===== config.mk =====
export PLATFORM = sky130hd
export DESIGN_NAME = bootrom_window_dec
export DESIGN_NICKNAME = d
export VERILOG_FILES = /design/src/rtl/bootrom_dec_pkg.sv /design/src/rtl/bootrom_split_reg.sv /design/src/rtl/bootrom_win_match.sv /design/src/rtl/bootrom_window_dec.sv
export SDC_FILE = /design/constraint.sdc
export NUM_CORES = 1
export LEC_CHECK = 0
export ABC_AREA = 1
export BUFFER_PORTS_ARGS = -buffer_cell sky130_fd_sc_hd__clkbuf_2
export CELL_PAD_IN_SITES_DETAIL_PLACEMENT = 0
export CELL_PAD_IN_SITES_GLOBAL_PLACEMENT = 1
export CORE_MARGIN = 2
export CORE_UTILIZATION = 26
export DETAILED_ROUTE_END_ITERATION = 8
export PLACE_DENSITY_LB_ADDON = 0.1
export SETUP_SLACK_MARGIN = 0.02
export SYNTH_ARGS = -nofsm -noshare
export SYNTH_HDL_FRONTEND = slang
export SYNTH_SLANG_ARGS = --single-unit

===== constraint.sdc =====
create_clock -name clk -period 0.8 [get_ports clk]
set_input_delay 0.08 -clock clk [delete_from_list [all_inputs] [get_ports clk]]
set_output_delay 0.08 -clock clk [all_outputs]
set_load 0.005 [all_outputs]

===== src/rtl/bootrom_dec_pkg.sv =====
package bootrom_dec_pkg;
  localparam int unsigned BR_ADDR_W    = 20;
  localparam int unsigned BR_DATA_W    = 16;
  localparam int unsigned BR_OFF_W     = 8;
  localparam int unsigned BR_GRAN_BITS = 12;

  // Word offsets of the two halves of each register.
  localparam logic [BR_OFF_W-1:0] BR_BASE_LO_OFF = 8'h30;
  localparam logic [BR_OFF_W-1:0] BR_BASE_HI_OFF = 8'h32;
  localparam logic [BR_OFF_W-1:0] BR_MASK_LO_OFF = 8'h34;
  localparam logic [BR_OFF_W-1:0] BR_MASK_HI_OFF = 8'h36;

  localparam int unsigned BR_NUM_REGS = 2;
  localparam int unsigned BR_IDX_BASE = 0;
  localparam int unsigned BR_IDX_MASK = 1;
endpackage


===== src/rtl/bootrom_split_reg.sv =====
module bootrom_split_reg #(
  parameter int unsigned ADDR_W  = 20,
  parameter int unsigned DATA_W  = 16,
  parameter int unsigned OFF_W   = 8,
  parameter logic [OFF_W-1:0] LO_OFF = '0,
  parameter logic [OFF_W-1:0] HI_OFF = '0,
  parameter int unsigned CLR_LSB = 0
) (
  input  logic              clk,
  input  logic              rst,
  input  logic              wr,
  input  logic [OFF_W-1:0]  off,
  input  logic [DATA_W-1:0] wdata,
  output logic [ADDR_W-1:0] value_q,
  output logic              loaded_q
);
  localparam int unsigned HI_W = ADDR_W - DATA_W;
  localparam logic [ADDR_W-1:0] KEEP = {ADDR_W{1'b1}} << CLR_LSB;

  logic hit_lo;
  logic hit_hi;

  assign hit_lo = wr && (off == LO_OFF);
  assign hit_hi = wr && (off == HI_OFF);

  always_ff @(posedge clk) begin
    if (rst) begin
      value_q  <= '0;
      loaded_q <= 1'b0;
    end else begin
      if (hit_lo) begin
        value_q[DATA_W-1:0] <= wdata & KEEP[DATA_W-1:0];
        loaded_q            <= 1'b1;
      end else if (hit_hi) begin
        value_q[ADDR_W-1:DATA_W] <= HI_W'(wdata) & KEEP[ADDR_W-1:DATA_W];
        loaded_q                 <= 1'b1;
      end
    end
  end
endmodule


===== src/rtl/bootrom_win_match.sv =====
module bootrom_win_match #(
  parameter int unsigned ADDR_W = 20
) (
  input  logic [ADDR_W-1:0] addr,
  input  logic [ADDR_W-1:0] base,
  input  logic [ADDR_W-1:0] mask,
  input  logic              armed,
  input  logic              mem_rd,
  input  logic              dma_aen,
  output logic              hit
);
  logic addr_eq;

  always_comb begin
    addr_eq = ((addr & mask) == (base & mask));
    hit     = armed && mem_rd && !dma_aen && addr_eq;
  end
endmodule


===== src/rtl/bootrom_window_dec.sv =====
module bootrom_window_dec
  import bootrom_dec_pkg::*;
#(
  parameter int unsigned ADDR_W    = BR_ADDR_W,
  parameter int unsigned DATA_W    = BR_DATA_W,
  parameter int unsigned OFF_W     = BR_OFF_W,
  parameter int unsigned GRAN_BITS = BR_GRAN_BITS
) (
  input  logic              clk,
  input  logic              rst,
  input  logic              cfg_wr,
  input  logic [OFF_W-1:0]  cfg_off,
  input  logic [DATA_W-1:0] cfg_wdata,
  input  logic [ADDR_W-1:0] host_addr,
  input  logic              host_mem_rd,
  input  logic              host_aen,
  output logic              rom_cs_n,
  output logic              rom_buf_en_n
);
  logic [ADDR_W-1:0] reg_val [BR_NUM_REGS];
  logic              reg_ld  [BR_NUM_REGS];

  genvar g;
  generate
    for (g = 0; g < BR_NUM_REGS; g++) begin : g_reg
      localparam bit IS_MASK = (g == BR_IDX_MASK);
      bootrom_split_reg #(
        .ADDR_W (ADDR_W),
        .DATA_W (DATA_W),
        .OFF_W  (OFF_W),
        .LO_OFF (IS_MASK ? BR_MASK_LO_OFF : BR_BASE_LO_OFF),
        .HI_OFF (IS_MASK ? BR_MASK_HI_OFF : BR_BASE_HI_OFF),
        .CLR_LSB(IS_MASK ? GRAN_BITS : 0)
      ) u_reg (
        .clk     (clk),
        .rst     (rst),
        .wr      (cfg_wr),
        .off     (cfg_off),
        .wdata   (cfg_wdata),
        .value_q (reg_val[g]),
        .loaded_q(reg_ld[g])
      );
    end
  endgenerate

  logic [ADDR_W-1:0] base_q;
  logic [ADDR_W-1:0] mask_q;
  logic              base_ld;
  logic              mask_ld;
  logic              armed;
  logic              win_hit;

  assign base_q  = reg_val[BR_IDX_BASE];
  assign mask_q  = reg_val[BR_IDX_MASK];
  assign base_ld = reg_ld[BR_IDX_BASE];
  assign mask_ld = reg_ld[BR_IDX_MASK];
  assign armed   = base_ld && mask_ld;

  bootrom_win_match #(.ADDR_W(ADDR_W)) u_match (
    .addr   (host_addr),
    .base   (base_q),
    .mask   (mask_q),
    .armed  (armed),
    .mem_rd (host_mem_rd),
    .dma_aen(host_aen),
    .hit    (win_hit)
  );

  assign rom_cs_n     = ~win_hit;
  assign rom_buf_en_n = ~win_hit;
endmodule


==> impl_metrics.yaml <==
outcome:
  status: "finished, violations left"
  violations: "setup timing"
synth:
  postSynthCellCount: 196
  synth_nets: 245
  synthesis.area_sq_um: 1115
  synth_top_cells_by_area: "dfxtp_1, inv_1, nand2_1"
  synth.top_cells.by_count: "inv_1, nand2_1, nand3_1, nor2_1, dfxtp_1"
  yosysMostFrequentCell: "inv_1"
  avgSynthCellArea_sq_um: 5.688
  synth_edf_count: 0
  ys_async_sr_fraction: 0
  yosys.cell_types.count: 13
  synth-main-ff-cell: "dfxtp_1"
  yosys_register_bits: 18
  ys_seq_area_frac: 0.3232
  yosys.area.top_type: "dfxtp_1"
  synth_warnings: 0
  yosys.area.top_type_share: 0.3232
sta:
  rsz0062_at_grt: "true"
  worstMarginPinSlew_ns: 0.2125
  setup_ws_ns: -0.4242
  whs_ns: 0.008962
  hold_violations: 0
  fin_crit_ns: 1.224
  setup_violations: 2
  period_share: 1.530
  clock_skew_ns: 0
  maxSlewHeadroom: 0.8582
  clock.fmax_mhz: 816.9
  slew_violations: 0
clock_network:
  clockBufferDepth: 2
  cts_made_buffers: 3
  htreeDepth: 1
  cts_tree: "done"
  hold_buffers: 0
  clkLatencyLatePin_ns: 0.26
  clock-sinks: 18
  root_buffer: "clkbuf_8"
  path_clk_slew_ns: 0.07
hold_path:
  hold_depth: 2
  hold_start: "rst"
  holdPathEnd: "g_reg[1].u_reg.loaded_q"
  hold_path.class: "input pin to flip-flop"
die:
  die_y_um: 69.48
  dieArea_sq_um: 4827
  rows: 23
  floorplan.initialDensity: 0.2747
  num_io_pins: 51
  floorplan.die.width_um: 69.48
  coreArea_sq_um: 4058
route:
  drcViolationCount: 0
  drt-total-wl_um: 2730
  vias_per_cell: 3.973
  drt_iter0_drc: 23
  firstDrtPassIters: 4
  detailroute.via_count: 1164
  routedWlPerCell_um: 9.317
  postRouteAntennaNets: 0
worst_setup_path:
  r2r_start: "g_reg[0].u_reg.value_q[15]"
  rrSetupSlack_ns: 0
  timing.rr.end: "g_reg[0].u_reg.value_q[15]"
  worstPathMaxFanout: 2
  startpoint_type: "flip-flop"
  endpoint_kind: "primary output"
  crit_required_ns: 0.72
  worst_r2r_path_depth: 6
  path_class: "flip-flop to primary output"
  cp.arrival_ns: 1.14
global_routing:
  first_global_vias: 1088
  grt_max_degree: 17
  grt_pass1_wl_um: 4636
  grt_use_total: 0.1203
  antenna_found_initial: 0
  grt_remaining_overflow: 0
power_and_ir_drop:
  vdd_ir_drop_max_mv: 0.4946
  powerDensity_nw_per_um2: 1215
  power.leakage_nw: 0.8206
placement:
  gp_congestion: 0.7359
  dp_cells: 287
  pre_cts_slack_ns: -0.2125
  port_buffers: 30
  hpwl_um: 2177
  dpl_cell_area_sq_um: 1444
finish:
  layout-drive-gt1-share: 0.3621
  fill_cells: 469
  seq_area_sq_um: 367.9
  layout.cells.non_filler: 293
  multiInputGateArea_sq_um: 595.6
  nets: 293
  antenna_cells: 0
  postLayoutCellArea_sq_um: 1575
  area_growth_pct: 41.30
run:
  maxCapViolations: 0
[sequential cells by signal, indices dropped and copies added (netlist names)]
name,count
g.u_reg.value_q,16
g.u_reg.loaded_q,2
[worst max-delay path, cell delays in order, from the launching register on]
cell and delay [ns]:
dfxtp_2 0.33, inv_2 0.05, nand2_1 0.04, nand3_1 0.07
nand2_1 0.06, nor2_2 0.14, nand3_2 0.09, clkbuf_2 0.12
[through the flow]
stage	utilization	total power [W]	TNS (ns)
after floorplan	-	0.001025	-0.1026
after global placement	0.3558	0.001163	-2.978
after detailed placement	0.3558	0.001161	-3.139
after CTS	0.3740	0.001944	-0.9047
after global routing	0.3882	0.002008	-1.057
final	0.3882	0.001913	-0.8472
[cells in the final DEF (no fill, tap or decap), types with 7 or more instances in the layout]
master	netlist	final
buf_4	1	11
clkbuf_2	0	30
dfxtp_1	18	12
inv_1	55	47
inv_2	1	9
nand2_1	54	51
nand3_1	27	22
nand3_2	2	7
nor2_1	27	21
nor2_2	2	8
[logic make-up (layout without fill, tap and decap cells)]
logic type	Yosys count	after routing	share of synthesized area
buffers and inverters	58	104	0.1987
AND/OR/NAND/NOR	117	118	0.4646
AO/OA/AOI/OAI	3	3	0.01346
flip-flops	18	18	0.3232
[per-layer routing]
| metal | vias up | global-route usage | share of wire |
|---|---|---|---|
| met5 | - | 0 | 0 |
| met4 | 0 | 0.03922 | 0.0099 |
| met3 | 4 | 0.01890 | 0.040 |
| met2 | 23 | 0.2094 | 0.45 |
| met1 | 477 | 0.1507 | 0.50 |
| li1 | 660 | - | - |
[where the power goes]
group	internal [W]	switching [W]	leakage, nW
Combinational	0.000115	0.000135	0.644
Sequential	0.000897	0.00000117	0.148
Clock	0.000438	0.000327	0.0288
[timing repair]
| item | CTS | global route |
|---|---|---|
| buffers inserted | 0 | 1 |
| gates cloned | 0 | 1 |
| gates resized for setup | 7 | 23 |
| pin swaps | 1 | 7 |
| endpoints found under the setup margin | 2 | 14 |
[area by class of cell]
cell class              instances  area share
clock buffers                   4     0.03495
inverters                      56      0.1334
repair buffers                 44      0.1803
multi-input cells             121      0.3781
well taps                      50     0.03971
flip-flops and latches         18      0.2335
[how the worst max path moves through the flow]
stage                               to  slack (ns)                  startpoint  cells past startpoint
after floorplan               rom_cs_n       -0.10     g_reg[1].u_reg.loaded_q                      6
after global placement        rom_cs_n       -0.22  g_reg[0].u_reg.value_q[15]                      7
after detailed placement  rom_buf_en_n       -0.21  g_reg[0].u_reg.value_q[14]                      7
after CTS                 rom_buf_en_n       -0.45  g_reg[0].u_reg.value_q[16]                      7
after global routing          rom_cs_n       -0.52  g_reg[0].u_reg.value_q[16]                      7
final                     rom_buf_en_n       -0.42  g_reg[0].u_reg.value_q[15]                      7
Power figures use the tool's default switching activity.
